<file path="src/rtl/iommu_reg_pkg.sv">
package iommu_reg_pkg;

  localparam int DATA_W  = 32;
  localparam int ADDR_W  = 8;
  localparam int NUM_FLT = 5;
  localparam int TTB_LSB = 14;

  // Byte offsets decoded by software drivers.
  localparam logic [ADDR_W-1:0] OFF_REV    = 8'h00;
  localparam logic [ADDR_W-1:0] OFF_SYSCFG = 8'h10;
  localparam logic [ADDR_W-1:0] OFF_SYSSTA = 8'h14;
  localparam logic [ADDR_W-1:0] OFF_ISTAT  = 8'h18;
  localparam logic [ADDR_W-1:0] OFF_IMASK  = 8'h1C;
  localparam logic [ADDR_W-1:0] OFF_CTRL   = 8'h44;
  localparam logic [ADDR_W-1:0] OFF_FADDR  = 8'h48;
  localparam logic [ADDR_W-1:0] OFF_TTB    = 8'h4C;

  localparam logic [DATA_W-1:0] REV_WORD = 32'h0000_0011;

  // Configuration word field positions.
  localparam int CFG_AUTO_BIT = 0;
  localparam int CFG_SRST_BIT = 1;
  localparam int CFG_IDLE_LSB = 3;

  // Control word field positions.
  localparam int CTL_XLATE_BIT = 1;
  localparam int CTL_WALK_BIT  = 2;
  localparam int CTL_EMU_BIT   = 3;

  typedef enum logic [1:0] {
    IDLE_FORCE = 2'd0,
    IDLE_NONE  = 2'd1,
    IDLE_SMART = 2'd2
  } idle_mode_e;

  // Sticky status update: clear first, events override the clear.
  function automatic logic [NUM_FLT-1:0] w1c_next(
    input logic [NUM_FLT-1:0] cur,
    input logic [NUM_FLT-1:0] clr,
    input logic [NUM_FLT-1:0] set
  );
    return (cur & ~clr) | set;
  endfunction

  function automatic logic any_masked(
    input logic [NUM_FLT-1:0] stat,
    input logic [NUM_FLT-1:0] mask
  );
    return |(stat & mask);
  endfunction

  function automatic logic [DATA_W-1:0] pack_cfg(
    input logic [1:0] idle,
    input logic       auto_en,
    input logic       busy
  );
    logic [DATA_W-1:0] w;
    w = '0;
    w[CFG_IDLE_LSB +: 2] = idle;
    w[CFG_SRST_BIT]      = busy;
    w[CFG_AUTO_BIT]      = auto_en;
    return w;
  endfunction

  function automatic logic [DATA_W-1:0] pack_ttb(
    input logic [DATA_W-TTB_LSB-1:0] hi
  );
    return {hi, {TTB_LSB{1'b0}}};
  endfunction

endpackage

</file>
<file path="src/rtl/iommu_srst_seq.sv">
module iommu_srst_seq #(
  parameter int SRST_CYCLES = 8
) (
  input  logic clk,
  input  logic rst_n,
  input  logic start,
  output logic busy,
  output logic done
);
  localparam int CNT_W = (SRST_CYCLES > 1) ? $clog2(SRST_CYCLES) : 1;
  localparam logic [CNT_W-1:0] CNT_LOAD = CNT_W'(SRST_CYCLES - 1);

  logic [CNT_W-1:0] cnt;
  logic             last_tick;

  assign last_tick = busy && (cnt == '0);

  always_ff @(posedge clk or negedge rst_n) begin
    if (!rst_n) begin
      busy <= 1'b0;
      done <= 1'b1;
      cnt  <= '0;
    end else if (start && !busy) begin
      busy <= 1'b1;
      done <= 1'b0;
      cnt  <= CNT_LOAD;
    end else if (last_tick) begin
      busy <= 1'b0;
      done <= 1'b1;
    end else if (busy) begin
      cnt <= cnt - 1'b1;
    end
  end

  assert_busy_done_excl_R3: assert property (@(posedge clk) disable iff (!rst_n)
    !(busy && done));

  assert_done_on_exit_R3: assert property (@(posedge clk) disable iff (!rst_n)
    $fell(busy) |-> done);

endmodule

</file>
<file path="src/rtl/iommu_fault_unit.sv">
module iommu_fault_unit
  import iommu_reg_pkg::*;
(
  input  logic               clk,
  input  logic               rst_n,
  input  logic               wipe,
  input  logic               freeze,
  input  logic               mask_we,
  input  logic [NUM_FLT-1:0] mask_wdata,
  input  logic               clr_we,
  input  logic [NUM_FLT-1:0] clr_wdata,
  input  logic [NUM_FLT-1:0] strobe,
  input  logic [DATA_W-1:0]  dev_addr,
  output logic [NUM_FLT-1:0] status,
  output logic [NUM_FLT-1:0] mask,
  output logic [DATA_W-1:0]  fault_addr,
  output logic               irq
);
  logic               live;
  logic               pending;
  logic               capture;
  logic [NUM_FLT-1:0] clr_mask;
  logic [NUM_FLT-1:0] ev_mask;
  logic [NUM_FLT-1:0] status_nx;

  assign live      = !wipe && !freeze;
  assign pending   = any_masked(status, mask);
  assign clr_mask  = clr_we ? clr_wdata : '0;
  assign ev_mask   = live ? strobe : '0;
  assign capture   = live && (|strobe) && !pending;
  assign status_nx = w1c_next(status, clr_mask, ev_mask);

  // One sticky status flop per source.
  for (genvar i = 0; i < NUM_FLT; i++) begin : g_src
    always_ff @(posedge clk or negedge rst_n) begin
      if (!rst_n)      status[i] <= 1'b0;
      else if (wipe)   status[i] <= 1'b0;
      else if (live)   status[i] <= status_nx[i];
    end
  end

  always_ff @(posedge clk or negedge rst_n) begin
    if (!rst_n) begin
      mask       <= '0;
      fault_addr <= '0;
    end else if (wipe) begin
      mask       <= '0;
      fault_addr <= '0;
    end else if (live) begin
      if (mask_we) mask <= mask_wdata;
      if (capture) fault_addr <= dev_addr;
    end
  end

  assign irq = pending;

  assert_sticky_bits_R8: assert property (@(posedge clk) disable iff (!rst_n)
    live |=> ((status & $past(status & ~clr_mask)) == $past(status & ~clr_mask)));

  assert_strobe_sets_R7: assert property (@(posedge clk) disable iff (!rst_n)
    live |=> ((status & $past(strobe)) == $past(strobe)));

  assert_addr_hold_R10: assert property (@(posedge clk) disable iff (!rst_n)
    (live && pending) |=> $stable(fault_addr));

  assert_addr_capture_R10: assert property (@(posedge clk) disable iff (!rst_n)
    (live && !pending && (|strobe)) |=> (fault_addr == $past(dev_addr)));

  assert_irq_masked_R9: assert property (@(posedge clk) disable iff (!rst_n)
    (mask == '0) |-> !irq);

endmodule

</file>
<file path="src/rtl/iommu_regfile.sv">
module iommu_regfile
  import iommu_reg_pkg::*;
#(
  parameter int SRST_CYCLES = 8
) (
  input  logic               clk,
  input  logic               rst_n,
  input  logic               bus_sel,
  input  logic               bus_wr,
  input  logic [ADDR_W-1:0]  bus_addr,
  input  logic [DATA_W-1:0]  bus_wdata,
  output logic [DATA_W-1:0]  bus_rdata,
  input  logic [NUM_FLT-1:0] flt_strobe,
  input  logic [DATA_W-1:0]  flt_dev_addr,
  output logic               irq,
  output logic               xlate_en,
  output logic               walk_en,
  output logic               emu_tlb_en,
  output logic [DATA_W-1:0]  ttb_base,
  output logic [1:0]         idle_mode,
  output logic               auto_idle
);
  localparam int TTB_HI_W = DATA_W - TTB_LSB;

  logic [ADDR_W-1:0]   off;
  logic                srst_busy;
  logic                srst_done;
  logic                wr_ok;
  logic                srst_start;
  logic                wr_cfg, wr_ctl, wr_ttb, wr_clr, wr_msk;
  logic [2:0]          ctl_q;
  logic [TTB_HI_W-1:0] ttb_q;
  logic [NUM_FLT-1:0]  st_q, msk_q;
  logic [DATA_W-1:0]   fa_q;

  assign off        = {bus_addr[ADDR_W-1:2], 2'b00};
  assign wr_ok      = bus_sel && bus_wr && !srst_busy;
  assign srst_start = wr_ok && (off == OFF_SYSCFG) && bus_wdata[CFG_SRST_BIT];
  assign wr_cfg     = wr_ok && (off == OFF_SYSCFG) && !bus_wdata[CFG_SRST_BIT];
  assign wr_ctl     = wr_ok && (off == OFF_CTRL);
  assign wr_ttb     = wr_ok && (off == OFF_TTB);
  assign wr_clr     = wr_ok && (off == OFF_ISTAT);
  assign wr_msk     = wr_ok && (off == OFF_IMASK);

  iommu_srst_seq #(.SRST_CYCLES(SRST_CYCLES)) u_srst (
    .clk   (clk),
    .rst_n (rst_n),
    .start (srst_start),
    .busy  (srst_busy),
    .done  (srst_done)
  );

  always_ff @(posedge clk or negedge rst_n) begin
    if (!rst_n) begin
      idle_mode <= IDLE_FORCE;
      auto_idle <= 1'b0;
      ctl_q     <= '0;
      ttb_q     <= '0;
    end else if (srst_start) begin
      idle_mode <= IDLE_FORCE;
      auto_idle <= 1'b0;
      ctl_q     <= '0;
      ttb_q     <= '0;
    end else begin
      if (wr_cfg) begin
        idle_mode <= bus_wdata[CFG_IDLE_LSB +: 2];
        auto_idle <= bus_wdata[CFG_AUTO_BIT];
      end
      if (wr_ctl) ctl_q <= bus_wdata[CTL_EMU_BIT:CTL_XLATE_BIT];
      if (wr_ttb) ttb_q <= bus_wdata[DATA_W-1:TTB_LSB];
    end
  end

  iommu_fault_unit u_fault (
    .clk        (clk),
    .rst_n      (rst_n),
    .wipe       (srst_start),
    .freeze     (srst_busy),
    .mask_we    (wr_msk),
    .mask_wdata (bus_wdata[NUM_FLT-1:0]),
    .clr_we     (wr_clr),
    .clr_wdata  (bus_wdata[NUM_FLT-1:0]),
    .strobe     (flt_strobe),
    .dev_addr   (flt_dev_addr),
    .status     (st_q),
    .mask       (msk_q),
    .fault_addr (fa_q),
    .irq        (irq)
  );

  assign xlate_en   = ctl_q[0];
  assign walk_en    = ctl_q[1];
  assign emu_tlb_en = ctl_q[2];
  assign ttb_base   = pack_ttb(ttb_q);

  always_comb begin
    bus_rdata = '0;
    if (bus_sel && !bus_wr) begin
      unique case (off)
        OFF_REV:    bus_rdata = REV_WORD;
        OFF_SYSCFG: bus_rdata = pack_cfg(idle_mode, auto_idle, srst_busy);
        OFF_SYSSTA: bus_rdata = {{(DATA_W-1){1'b0}}, srst_done};
        OFF_ISTAT:  bus_rdata = {{(DATA_W-NUM_FLT){1'b0}}, st_q};
        OFF_IMASK:  bus_rdata = {{(DATA_W-NUM_FLT){1'b0}}, msk_q};
        OFF_CTRL:   bus_rdata = {{(DATA_W-4){1'b0}}, ctl_q, 1'b0};
        OFF_FADDR:  bus_rdata = fa_q;
        OFF_TTB:    bus_rdata = ttb_base;
        default:    bus_rdata = '0;
      endcase
    end
  end

  assert_quiet_in_srst_R4: assert property (@(posedge clk) disable iff (!rst_n)
    srst_busy |-> (!xlate_en && !walk_en && !emu_tlb_en && ttb_base == '0 && !irq));

  assert_ttb_align_R6: assert property (@(posedge clk) disable iff (!rst_n)
    ttb_base[TTB_LSB-1:0] == '0);

endmodule

</file>
<file path="config.mk">
export PLATFORM = sky130hd
export DESIGN_NAME = iommu_regfile
export DESIGN_NICKNAME = d
export VERILOG_FILES = /design/src/rtl/iommu_reg_pkg.sv /design/src/rtl/iommu_srst_seq.sv /design/src/rtl/iommu_fault_unit.sv /design/src/rtl/iommu_regfile.sv
export SDC_FILE = /design/constraint.sdc
export NUM_CORES = 1
export LEC_CHECK = 0
export ABC_AREA = 1
export BUFFER_PORTS_ARGS = -buffer_cell sky130_fd_sc_hd__buf_2
export CAP_MARGIN = 20
export CORE_MARGIN = 2
export CORE_UTILIZATION = 45
export DETAILED_ROUTE_END_ITERATION = 8
export PLACE_DENSITY = 0.77
export SETUP_SLACK_MARGIN = 0.05
export SKIP_CTS_REPAIR_TIMING = 1
export SYNTH_ARGS = -nofsm -noshare
export SYNTH_HDL_FRONTEND = slang
export SYNTH_SLANG_ARGS = --single-unit
</file>
<file path="constraint.sdc">
create_clock -name clk -period 1.3 [get_ports clk]
set_input_delay 0.13 -clock clk [delete_from_list [all_inputs] [get_ports clk]]
set_output_delay 0.13 -clock clk [all_outputs]
set_load 0.005 [all_outputs]
</file>
==> impl_metrics.csv <==
group,metric,value,unit
die,rows,34,
power,switching_share,0.3338,
logic_synthesis,synth-simple-area-share,0.4083,
final_layout,nets,817,
die,initial_core_util,0.4640,
run,drv_cap,0,
setup_path,critPathMaxFanout,3,
cts,clk_path_buf_depth,2,
routing,drc,0,
placement,portBuffers,126,
routing,via_per_inst,5.280,
logic_synthesis,ys_top_cells_by_area,"dfrtp_1 44%, nand2_1 21%, nand3_1 6.3%",
logic_synthesis,synth_cells,546,
cts,htreeDepth,3,
routing,routedWlPerCell,16.46,µm
power,pwr-share-clk,0.273,
global_routing,grt_max_degree,33,
global_routing,grt.total_usage,0.2341,
routing,vias,4472,
final_layout,antennaDiodeCount,0,
logic_synthesis,synth-xor-area-share,0.002175,
die,die_area,9720,µm²
routing,final_antenna_net_count,0,
routing,wirelength,13940,µm
power,pwr-share-comb,0.258,
logic_synthesis,synth_seq_cells,71,
timing,skew,0.01170,ns
setup_path,crit_required,1.17,ns
timing,setup_ws,-0.2401,ns
routing,wl_met1,5690,µm
timing,whs,0.002479,ns
setup_path,startpoint_type,"register",
setup_path,endpoint_kind,"output pin",
global_routing,grt_pass1_vias,3957,
routing,dr.pass1.iters,5,
power,p_sw,0.002419,W
global_routing,grt_pass1_wl,18720,µm
power,power,0.007246,W
logic_synthesis,netlist_area,4026,µm²
timing,rsz0062_at_grt,"true",
final_layout,drive_gt1_frac,0.5101,
die,die_h,98.59,µm
placement,dp_hpwl,8576,µm
logic_synthesis,yosysTopAreaCell,"dfrtp_1",
power,irDropWorstVdd,0.5970,mV
timing,setup_violations,101,
cts,clock_sinks,71,
status,violations,"negative setup slack",
logic_synthesis,synth.yosys.seq_area_share,0.4416,
routing,detailroute.wirelength.met3,918,µm
global_routing,antenna_found_initial,0,
logic_synthesis,avgSynthCellArea,7.374,µm²
power,leakage,3.438,nW
final_layout,fill_cells,632,
logic_synthesis,synthAdderAreaFrac,0.006215,
logic_synthesis,synth_compound_area_frac,0.03232,
logic_synthesis,synth_top_family_by_area,"simple AND/OR/NAND/NOR gates",
routing,wl_met2,7005,µm
routing,dr.max_layer_used,"met4",
status,status,"finished with violations",
cts,cts_tree,"done",
logic_synthesis,yosys_warnings,0,
placement,gp_congestion,0.8947,
die,ios,152,
cts,cts_root_buffer,"clkbuf_8",
final_layout,area_growth,57.24,%
logic_synthesis,yosysTopAreaCellShare,0.4351,
setup_path,path_class,"register to output pin",
cts,insertion_delay,0.35,ns
logic_synthesis,muxShareOfSynthArea,0,
setup_path,worstPathArrival,1.41,ns
global_routing,overflow,0,
timing,hold_viol,0,
cts,numCtsBuffers,9,
hold_path,min_path_type,"input pin to register",
logic_synthesis,ys_types,26,
timing,max_freq,649.3,MHz
cts,clkTransAtPathRegs,0.08,ns
power,power.density,1145,nW/µm²
die,dieWidth,98.59,µm
die,core_area,8678,µm²
timing,min_period,1.540,ns
timing,slew_violations,0,
timing,period_share,1.185,
power,p_seq_frac,0.470,
routing,drt_iter0_drc,262,
power,p_int,0.004827,W
[metal layers]
layer | up-vias | track usage
li1 | 2102 | -
met1 | 2122 | 0.3361
met2 | 214 | 0.3721
met3 | 34 | 0.04397
met4 | 0 | 0.05269
met5 | - | 0
[path summary, 6_finish.rpt]
check	startpoint	to	slack [ns]	depth (start not counted)
setup / recovery	u_fault.status[0]	bus_rdata[0]	-0.24	8
hold reg to reg	u_fault.fault_addr[6]	u_fault.fault_addr[6]	0.50	2
setup reg to reg	u_srst.busy	u_fault.fault_addr[28]	-0.19	7
hold / removal	bus_wdata[20]	ttb_q[6]	0.002	3
min in group asynchronous	rst_n	ttb_q[15]	0.26	2
max in group asynchronous	rst_n	ttb_q[11]	0.53	3
[worst max-delay path: stages, from the launching register on]
cell and delay (ns):
dfrtp_1 0.39, buf_4 0.15, nand2_1 0.06, nand2_1 0.06, nand2_1 0.07, nand3_1 0.07, nor2_1 0.10, nor2_1 0.05
buf_2 0.13
[registers in the layout, summed over array words and instances (netlist names)]
name                count
auto_idle               1
ctl_q                   3
idle_mode               2
ttb_q                  18
u_fault.fault_addr     32
u_fault.mask            5
u_fault.status          5
u_srst.busy             1
u_srst.cnt              3
u_srst.done             1
[placed cells by master, fill, tap and decap left out, drive strengths merged]
| cell type | count |
|---|---|
| nand2 | 232 |
| buf | 199 |
| dfrtp | 70 |
| nand3 | 51 |
| nor2 | 43 |
| nand4 | 38 |
| inv | 34 |
| a21oi | 21 |
| clkbuf | 18 |
| conb | 14 |
| o21ai | 5 |
| clkinv | 4 |
| ha | 2 |
| bufinv | 2 |
| nor3 | 2 |
| clkinvlp | 1 |
| xor2 | 1 |
| dlygate4sd3 | 1 |
| dfstp | 1 |
[metrics by stage]
| stage | worst slack, ns | instance area [µm²] | TNS [ns] | util | cells |
|---|---|---|---|---|---|
| 6_report | -0.2401 | 6331 | -10.44 | 0.7295 | 847 |
| 5_1_grt | -0.3211 | 6331 | -15.78 | 0.7295 | 847 |
| 4_1_cts | -0.2737 | 5239 | -7.950 | 0.6037 | 814 |
| 3_5_place_dp | -0.1410 | 5017 | -6.947 | 0.5781 | 798 |
| 3_3_place_gp | -0.09339 | 5017 | -3.961 | 0.5781 | 798 |
| 2_1_floorplan | -0.008281 | 4093 | -0.01642 | - | 559 |
[cells in the mapped netlist]
cell / number
nor3_1: 1
buf_2: 10
dfstp_2: 1
nand2_1: 225
nor2_2: 5
nor2_1: 34
nor3_4: 1
ha_1: 2
nand2_2: 6
nor2_4: 1
buf_6: 6
xor2_1: 1
dfrtp_1: 70
nand2_4: 1
clkinv_1: 1
buf_4: 22
conb_1: 1
inv_1: 28
clkbuf_1: 6
nand3_1: 51
o21ai_0: 5
nor2_8: 3
inv_2: 6
a21oi_1: 21
nand4_1: 37
nand4_2: 1
[power by group through the flow]
stage	Combinational [W]	Clock (W)	Sequential [W]
finish	0.00187	0.00198	0.00340
detailed placement	0.00130	0	0.00317
floorplan	0.000770	0	0.00309
global route	0.00205	0.00209	0.00345
global placement	0.00122	0	0.00315
CTS	0.00129	0.00199	0.00315
[cell type report]
class	instances	area (µm²)	area share
Clock buffer	10	137.6	0.02174
Clock inverter	6	83.83	0.01324
Inverter	35	147.6	0.02332
Multi-Input combinational cell	409	2369	0.3741
Sequential cell	71	1779	0.2810
Tap cell	108	135.1	0.02134
Timing Repair Buffer	208	1679	0.2652
[logic make-up after synthesis]
family	count (synthesis)
compound gates	26
xor+xnor	1
fa+ha+maj	2
buf+inv	79
flops	71
other cells	1
simple gates	366
No activity file was read; power rests on OpenSTA's default activity.
